File: src/rtl/rotor_cipher.sv
module rotor_cipher #(
  parameter int W = 5
) (
  input  logic         clk,
  input  logic         rst_n,
  input  logic         cfg_we,
  input  logic [1:0]   cfg_field,
  input  logic [1:0]   cfg_slot,
  input  logic [W-1:0] cfg_value,
  input  logic         start,
  input  logic [W-1:0] letter,
  output logic [W-1:0] plug_addr,
  input  logic [W-1:0] plug_data,
  output logic [W-1:0] result,
  output logic         done
);

  localparam int NSLOT = 3;
  localparam int ALPHA = 26;
  localparam int NTYPE = 5;
  localparam logic [8*ALPHA-1:0] WIRE0 = "EKMFLGDQVZNTOWYHXUSPAIBRCJ";
  localparam logic [8*ALPHA-1:0] WIRE1 = "AJDKSIRUXBLHWTMCQGZNPYFVOE";
  localparam logic [8*ALPHA-1:0] WIRE2 = "BDFHJLCPRTXVZNYEIWGAKMOUSQ";
  localparam logic [8*ALPHA-1:0] WIRE3 = "ESOVPZJAYQUIRHXLNFTGKDCMWB";
  localparam logic [8*ALPHA-1:0] WIRE4 = "VZBRGITYUPSDNHLXAWMKJQFCEO";
  localparam logic [8*ALPHA-1:0] MIRROR = "YRUHQSLDPXNGOKMIEBFZCWVJAT";

  typedef enum logic [3:0] {
    S_IDLE, S_PIN, S_F0, S_F1, S_F2, S_REF, S_B2, S_B1, S_B0, S_POUT
  } state_t;

  function automatic logic [W-1:0] add26(input logic [W-1:0] a, input logic [W-1:0] b);
    logic [W:0] s;
    s = {1'b0, a} + {1'b0, b};
    return (s >= (W+1)'(ALPHA)) ? W'(s - (W+1)'(ALPHA)) : W'(s);
  endfunction

  function automatic logic [W-1:0] sub26(input logic [W-1:0] a, input logic [W-1:0] b);
    return (a >= b) ? a - b : a + W'(ALPHA) - b;
  endfunction

  function automatic logic [W-1:0] inc26(input logic [W-1:0] a);
    return (a == W'(ALPHA - 1)) ? '0 : a + W'(1);
  endfunction

  function automatic logic [W-1:0] wire_fwd(input logic [2:0] t, input logic [W-1:0] i);
    logic [8*ALPHA-1:0] w, sh;
    case (t)
      3'd0: w = WIRE0;
      3'd1: w = WIRE1;
      3'd2: w = WIRE2;
      3'd3: w = WIRE3;
      3'd4: w = WIRE4;
      default: w = MIRROR;
    endcase
    sh = w << {i, 3'b000};
    return sh[8*ALPHA-4 -: W] - W'(1);
  endfunction

  function automatic logic [W-1:0] wire_inv(input logic [2:0] t, input logic [W-1:0] x);
    logic [W-1:0] r;
    r = '0;
    for (int k = 0; k < ALPHA; k++)
      if (wire_fwd(t, W'(k)) == x) r = W'(k);
    return r;
  endfunction

  function automatic logic [W-1:0] turnover(input logic [2:0] t);
    case (t)
      3'd0: return W'(16);
      3'd1: return W'(4);
      3'd2: return W'(21);
      3'd3: return W'(9);
      default: return W'(25);
    endcase
  endfunction

  state_t       state;
  logic [W-1:0] sig;
  logic [2:0]   typ_q [NSLOT];
  logic [W-1:0] pos_q [NSLOT];
  logic [W-1:0] ring_q [NSLOT];

  logic         idle;
  logic [1:0]   slot;
  logic [2:0]   cur_typ;
  logic [W-1:0] cur_off, idx, lk, nxt;
  logic         inv_dir, refl, at0, at1;

  assign idle      = (state == S_IDLE);
  assign plug_addr = sig;
  assign at0       = (pos_q[0] == turnover(typ_q[0]));
  assign at1       = (pos_q[1] == turnover(typ_q[1]));
  assign refl      = (state == S_REF);
  assign inv_dir   = (state == S_B0) || (state == S_B1) || (state == S_B2);

  always_comb begin
    case (state)
      S_F1, S_B1: slot = 2'd1;
      S_F2, S_B2: slot = 2'd2;
      default:    slot = 2'd0;
    endcase
    case (slot)
      2'd1:    begin cur_typ = typ_q[1]; cur_off = sub26(pos_q[1], ring_q[1]); end
      2'd2:    begin cur_typ = typ_q[2]; cur_off = sub26(pos_q[2], ring_q[2]); end
      default: begin cur_typ = typ_q[0]; cur_off = sub26(pos_q[0], ring_q[0]); end
    endcase
    idx = refl ? sig : add26(sig, cur_off);
    lk  = inv_dir ? wire_inv(cur_typ, idx) : wire_fwd(refl ? 3'd5 : cur_typ, idx);
    nxt = refl ? lk : sub26(lk, cur_off);
  end

  always_ff @(posedge clk or negedge rst_n) begin
    if (!rst_n) begin
      state  <= S_IDLE;
      sig    <= '0;
      result <= '0;
      done   <= 1'b0;
      for (int s = 0; s < NSLOT; s++) begin
        typ_q[s]  <= 3'(s);
        pos_q[s]  <= '0;
        ring_q[s] <= '0;
      end
    end else begin
      done <= 1'b0;
      case (state)
        S_IDLE: begin
          if (start) begin
            sig      <= letter;
            pos_q[0] <= inc26(pos_q[0]);
            if (at0 || at1) pos_q[1] <= inc26(pos_q[1]);
            if (at1)        pos_q[2] <= inc26(pos_q[2]);
            state    <= S_PIN;
          end else if (cfg_we) begin
            for (int s = 0; s < NSLOT; s++) begin
              if (cfg_slot == 2'(s)) begin
                case (cfg_field)
                  2'd0: if (cfg_value < W'(NTYPE)) typ_q[s]  <= cfg_value[2:0];
                  2'd1: if (cfg_value < W'(ALPHA)) pos_q[s]  <= cfg_value;
                  2'd2: if (cfg_value < W'(ALPHA)) ring_q[s] <= cfg_value;
                  default: ;
                endcase
              end
            end
          end
        end
        S_PIN: begin sig <= plug_data; state <= S_F0; end
        S_F0:  begin sig <= nxt; state <= S_F1; end
        S_F1:  begin sig <= nxt; state <= S_F2; end
        S_F2:  begin sig <= nxt; state <= S_REF; end
        S_REF: begin sig <= nxt; state <= S_B2; end
        S_B2:  begin sig <= nxt; state <= S_B1; end
        S_B1:  begin sig <= nxt; state <= S_B0; end
        S_B0:  begin sig <= nxt; state <= S_POUT; end
        S_POUT: begin
          result <= plug_data;
          done   <= 1'b1;
          state  <= S_IDLE;
        end
        default: state <= S_IDLE;
      endcase
    end
  end

endmodule

File: config.mk
export PLATFORM = sky130hd
export DESIGN_NAME = rotor_cipher
export DESIGN_NICKNAME = d
export VERILOG_FILES = /design/src/rtl/rotor_cipher.sv
export SDC_FILE = /design/constraint.sdc
export NUM_CORES = 1
export LEC_CHECK = 0
export BUFFER_PORTS_ARGS = -buffer_cell sky130_fd_sc_hd__buf_4
export CAP_MARGIN = 30
export CORE_ASPECT_RATIO = 0.5
export CORE_UTILIZATION = 45
export CTS_CLUSTER_SIZE = 8
export DETAILED_ROUTE_END_ITERATION = 10
export HOLD_SLACK_MARGIN = 0.05
export PLACE_DENSITY = 0.58
export SLEW_MARGIN = 40
export SYNTH_ARGS = -nofsm -noshare
export SYNTH_HDL_FRONTEND = slang
export SYNTH_SLANG_ARGS = --single-unit
export TNS_END_PERCENT = 1
File: constraint.sdc
create_clock -name clk -period 8.51 [get_ports clk]
set_input_delay 1.2765 -clock clk [delete_from_list [all_inputs] [get_ports clk]]
set_output_delay 1.2765 -clock clk [all_outputs]
set_load 0.1 [all_outputs]
==> results.ini, run 1 <==
[logic_synthesis]
netlist_instances = 1319
syn_area_um2 = 9686
synth_top_cell_by_area = dfrtp_1
synth-seq-area-share_pct = 13.98
synth_most_common_cell = nor2_1
synthTopCellsByArea = dfrtp_1 (13%), ha_1 (9.3%), xnor2_1 (6.5%)
async_flop_share_pct = 100.0
avgSynthCellArea_um2 = 7.343
yosys.area.top_type_share_pct = 13.43
syn-num-nets = 1425
synthFlopType = dfrtp_1
synthTopCellsByCount = nor2_1 (122), nand2_1 (113), a21oi_1 (100)
synth.distinct_cells = 99
synth-edff-count = 0
ys_ff_latch = 54
ys_warn_count = 0

[global_route]
track_usage_pct = 36.93
grt_pass1_vias = 10400
grt_max_degree = 55
overflow = 0
grt_pass1_wl_um = 63220
grt_antenna_before_repair = 1

[cts]
clk_latency_ns = 0.30
cts_buffer_depth = 2
numCtsBuffers = 5
root_buffer = clkbuf_16
cts.clk_slew.worst_paths_ns = 0.08
hold_buffers = 0
clock_sinks = 54
htree_num_levels = 2
cts_tree = built

[timing]
final.period_utilization_pct = 94.31
max-slew-margin-rel_pct = 43.11
finalClockSkew_ns = 0.009836
worst_pin_slew_ns = 0.8355
period_needed_ns = 8.026
fin_ws_ns = 0.4843
finalMaxSlewViolations = 0
finalSetupViolations = 0
fin_tns_setup_ns = 0
finalHoldViolations = 0
rsz0062_at_grt = no
fmax_mhz = 124.6

[drt]
initialDrtViolationCount = 1538
routed_via_density = 6.905
postRouteAntennaNets = 0
vias = 11150
drc = 0
firstDrtPassIters = 6
wl_um = 41410
drt-wirelength-per-cell_um = 25.64

[setup_path]
critical_path_class = flip-flop to flip-flop
crit_path_end_kind = flip-flop
critPathRequiredTime_ns = 8.73
arrival_ns = 8.25
startpoint_type = flip-flop
cpMostUsedCell = a21oi_1
max_stage_delay_ns = 0.47
crit_slowest_cell = dfrtp_1
path_delay_family = compound AO/OA/AOI/OAI gates
cp_num_buf_inv = 5
cp_max_fo = 9

[cells_and_area]
synthToLayoutAreaGrowth_pct = 11.07
final_nets = 1447
drive_gt1_share_pct = 15.50
final_area_um2 = 10760
antenna_cells = 0
fin_util_pct = 51.64

[floorplanning]
ios = 34
coreArea_um2 = 20830
die-area_um2 = 22150
start_util_pct = 46.49
die_w_um = 209.5
row_count = 37
fp.dieH_um = 105.7

[placement]
placed_area_um2 = 10400
place_ws_ns = 0.1632
gp_congestion = 1.060
portBuffers = 33
dpl.hpwl_um = 30710

[run_status]
status = complete, no violations

[flow_run]
maxCapViolCount = 0

[worst_hold_path]
hp-class = flip-flop to flip-flop

==> cells in the final DEF, fill, tap and decap left out, types with 11 or more instances in the layout <==
master | synthesis | routed
xor2_1 | 16 | 16
buf_4 | 9 | 102
nand2_1 | 113 | 112
ha_1 | 72 | 72
inv_1 | 66 | 65
o21ai_0 | 98 | 98
nand3_1 | 48 | 48
a31oi_1 | 25 | 25
nor2b_1 | 20 | 20
xnor2_1 | 72 | 72
nor4_1 | 11 | 11
o22ai_1 | 17 | 17
and3_1 | 13 | 13
o211ai_1 | 26 | 26
dfrtp_1 | 52 | 52
nor3_1 | 32 | 32
nor2_1 | 122 | 117
nand2b_1 | 18 | 18
nand4_1 | 20 | 20
mux2_2 | 32 | 32
a21o_1 | 17 | 17
a21oi_1 | 100 | 99
==> routing by layer <==
layer | vias up | GRT usage (%) | routed length, um
met5 | - | 0 | 11
met4 | 2 | 15.38 | 2131
met3 | 181 | 9.118 | 5042
met2 | 737 | 56.43 | 17340
met1 | 5288 | 49.55 | 16880
li1 | 4944 | - | -
==> worst paths after layout <==
path	from	end	slack [ns]	cells after the start
min in group asynchronous	rst_n	result[4]$_DFFE_PN0P_	1.03	1
worst min-delay path	result[4]$_DFFE_PN0P_	result[4]$_DFFE_PN0P_	0.51	1
worst max-delay path	pos_q[5]$_DFFE_PN0P_	plug_addr[4]$_DFFE_PN0P_	0.48	37
max in group asynchronous	rst_n	pos_q[10]$_DFFE_PN0P_	7.01	1
worst max register to register	pos_q[5]$_DFFE_PN0P_	plug_addr[4]$_DFFE_PN0P_	0.48	37
worst min register to register	result[4]$_DFFE_PN0P_	result[4]$_DFFE_PN0P_	0.51	1
==> sequential cells by signal, indices dropped and copies added (netlist names) <==
name	count
done	1
plug_addr	5
pos_q	15
result	5
ring_q	15
state	4
typ_q	9
==> area by class of cell <==
type,instances,area [um2]
inverters,70,262.8
multi-input cells,1105,7810
fillers,2071,10070
clock buffers,7,142.6
flip-flops and latches,54,1354
repair buffers,105,817.0
well taps,273,341.6
clock inverters,1,30.03
==> kinds of logic after synthesis <==
family / after synthesis / share of synthesized area [%]
AOI/OAI and AO/OA: 454 / 32.22
xor gates and xnor gates: 90 / 8.358
buffers and inverters: 160 / 7.144
muxes: 40 / 4.586
DFF: 54 / 13.98
and+or+nand+nor: 437 / 22.04
adders and majority gates: 84 / 11.68
==> stage by stage <==
stage	cells	hold slack (ns)
after floorplan	1319	0.4794
after detailed placement	1602	0.4978
after CTS	1610	0.5149
after global placement	1602	0.4906
after global routing	1615	0.5251
final	1615	0.5133
==> worst reg2reg max path, delay by kind of cell, from the launching register on <==
kind	cells	cell delay (ns)
AO/OA/AOI/OAI	18	3.77
adder cells (fa/ha/maj)	4	1.24
AND/OR/NAND/NOR	7	1.13
buffers and inverters	5	0.71
flip-flops	1	0.47
multiplexers	1	0.32
XOR/XNOR	2	0.29
==> repair_timing <==
item	CTS	global route
setup endpoints to repair	0	4
buffers inserted	0	4
resized for setup	0	28
Power of run 1 is left out: the tool's default activity adds up to more than one toggle a clock period on the data nets, which glitch-free logic cannot reach.
==> run 2, diff against run 1 <==
==> constraint.sdc (replaced) <==
create_clock -name clk -period 7.4 [get_ports clk]
set_input_delay 1.11 -clock clk [delete_from_list [all_inputs] [get_ports clk]]
set_output_delay 1.11 -clock clk [all_outputs]
set_load 0.1 [all_outputs]
==> run 2 against run 1 <==
The run now ends with setup timing left. Utilization increased by 7.1 points. Final cell count increased by 8.7%. Die area unchanged. Routed wire length increased by 4.8%. First-iteration DRC count decreased by 10%. Non-clock buffer count increased by 140. Critical path depth increased by 2. Sequential share of layout area decreased by 1.5 points. Global-route usage increased by 1.6 points. Largest cell class unchanged.
==> results.ini, run 2 (synthesis results as in run 1) <==
[cells_and_area]
fin_util_pct = 58.75  ; was 51.64%
final_area_um2 = 12240  ; was 10760 um2
antenna_cells = 0  ; unchanged
final_nets = 1587  ; was 1447
drive_gt1_share_pct = 26.72  ; was 15.50%
mostFrequentLayoutCell = buf_4  ; was nor2_1
synthToLayoutAreaGrowth_pct = 26.37  ; was 11.07%
top_regs = pos_q (15), ring_q (15), typ_q (9)  ; unchanged
layout_common_cells = buf_4 (225), nor2_1 (117), nand2_1 (112), a21oi_1 (90), o21ai_0 (87)  ; was nor2_1 (117), nand2_1 (112), buf_4 (102), a21oi_1 (99), o21ai_0 (98)
fin_cells = 1755  ; was 1615

[placement]
gp_congestion = 1.083  ; was 1.060
placed_area_um2 = 11240  ; was 10400 um2
portBuffers = 33  ; unchanged
dpl.hpwl_um = 31170  ; was 30710 um
placed_cells = 1705  ; was 1602

[timing]
holdWs_ns = 0.5102  ; was 0.5133 ns
final.period_utilization_pct = 102.5  ; was 94.31%
worst_pin_slew_ns = 0.7178  ; was 0.8355 ns
max-slew-margin-rel_pct = 51.94  ; was 43.11%
rsz0062_at_grt = yes  ; was no
finalMaxSlewViolations = 0  ; unchanged
finalSetupViolations = 4  ; was 0
period_needed_ns = 7.587  ; was 8.026 ns
fmax_mhz = 131.8  ; was 124.6 MHz
finalClockSkew_ns = 0.006233  ; was 0.009836 ns
fin_ws_ns = -0.1867  ; was 0.4843 ns
finalHoldViolations = 0  ; unchanged

[global_route]
grt_pass1_vias = 11200  ; was 10400
track_usage_pct = 38.57  ; was 36.93%
overflow = 0  ; unchanged
grt_pass1_wl_um = 65900  ; was 63220 um
grt_max_degree = 55  ; unchanged
grt_antenna_before_repair = 0  ; was 1

[run_status]
failed_checks = setup timing
status = finished with violations  ; was complete, no violations

[worst_hold_path]
hp-class = flip-flop to flip-flop  ; unchanged
whs_path_depth = 1  ; unchanged

[floorplanning]
fp.dieH_um = 105.7  ; unchanged
ios = 34  ; unchanged
die_w_um = 209.5  ; unchanged
start_util_pct = 46.49  ; unchanged
die-area_um2 = 22150  ; unchanged
row_count = 37  ; unchanged
coreArea_um2 = 20830  ; unchanged

[setup_path]
max_stage_delay_ns = 0.43  ; was 0.47 ns
arrival_ns = 7.75  ; was 8.25 ns
crit_slowest_cell = dfrtp_1  ; unchanged
critPathRequiredTime_ns = 7.56  ; was 8.73 ns
critical_path_class = flip-flop to flip-flop  ; unchanged
startpoint_type = flip-flop  ; unchanged
cp_max_fo = 8  ; was 9
reg2reg_depth = 39  ; was 37
crit_path_end_kind = flip-flop  ; unchanged

[drt]
wl_met3_um = 4906  ; was 5042 um
wl_um = 43390  ; was 41410 um
initialDrtViolationCount = 1383  ; was 1538
routed_via_density = 6.733  ; was 6.905
m1WireLength_um = 17790  ; was 16880 um
met2WireLength_um = 18240  ; was 17340 um
vias = 11820  ; was 11150
highest_layer = met4  ; was met5
postRouteAntennaNets = 0  ; unchanged
drc = 0  ; unchanged
drt-wirelength-per-cell_um = 24.73  ; was 25.64 um
firstDrtPassIters = 7  ; was 6

[cts]
htree_num_levels = 2  ; unchanged
numCtsBuffers = 5  ; unchanged
cts_tree = built  ; unchanged
clock_sinks = 54  ; unchanged
hold_buffers = 0  ; unchanged
cts_buffer_depth = 2  ; unchanged
clk_latency_ns = 0.30  ; about the same
cts.clk_slew.worst_paths_ns = 0.07  ; was 0.08 ns
root_buffer = clkbuf_16  ; unchanged

[flow_run]
maxCapViolCount = 0  ; unchanged

## run 2: cell count changes in the layout (fill, tap and decap cells not counted), moves of 6 or more
cell | previous run | this run
buf_4 | 102 | 225
buf_6 | 1 | 7
ha_4 | 0 | 6
o21ai_1 | 4 | 12
a21oi_1 | 99 | 90
buf_12 | 2 | 10
o21ai_0 | 98 | 87
ha_1 | 72 | 63
a21oi_2 | 4 | 11
## run 2: path summary, 6_finish.rpt
kind                                             from                       end  slack (ns)
worst max register to register  ring_q[6]$_DFFE_PN0P_  plug_addr[3]$_DFFE_PN0P_       -0.19
max in group asynchronous                       rst_n    ring_q[13]$_DFFE_PN0P_        6.09
min in group asynchronous                       rst_n      pos_q[4]$_DFFE_PN0P_        0.86
worst max-delay path            ring_q[6]$_DFFE_PN0P_  plug_addr[3]$_DFFE_PN0P_       -0.19
worst min-delay path            result[0]$_DFFE_PN0P_     result[0]$_DFFE_PN0P_        0.51
worst min register to register  result[0]$_DFFE_PN0P_     result[0]$_DFFE_PN0P_        0.51
## run 2: metrics by stage
stage / setup TNS [ns] / worst slack, ns
2_1_floorplan: 0 / 0.1297
3_3_place_gp: -0.4752 / -0.1363
3_5_place_dp: -0.9198 / -0.2654
4_1_cts: -0.0007887 / -0.0007887
5_1_grt: -2.410 / -0.6620
6_report: -0.6509 / -0.1867
## run 2: critical path: cells and delay by family, from the launching register on
kind                     cells  cell delay [ns]
XOR/XNOR                     1             0.18
flip-flops                   1             0.43
buffers and inverters        6             0.76
AND/OR/NAND/NOR              7             1.15
adder cells (fa/ha/maj)      3             0.76
AO/OA/AOI/OAI               22             4.18
## run 2: routing by layer
metal / vias to the layer above / track usage, %
met3: 199 / 8.135
met1: 5626 / 51.42
met5: - / 0
met4: 0 / 19.40
li1: 5217 / -
met2: 774 / 58.98
## run 2: cell type report
type | count | area (um2)
clock buffers | 7 | 142.6
flip-flops and latches | 54 | 1354
well taps | 273 | 341.6
clock inverters | 1 | 8.758
inverters | 70 | 262.8
fillers | 1955 | 8593
multi-input cells | 1105 | 8087
repair buffers | 245 | 2043
## run 2: timing repair
item,in CTS,in global routing
resized for setup,46,60
buffers inserted,31,9
endpoints found under the setup margin,4,4
pin swaps,39,45
cloned,2,0
Power of run 2 is left out for the same reason.
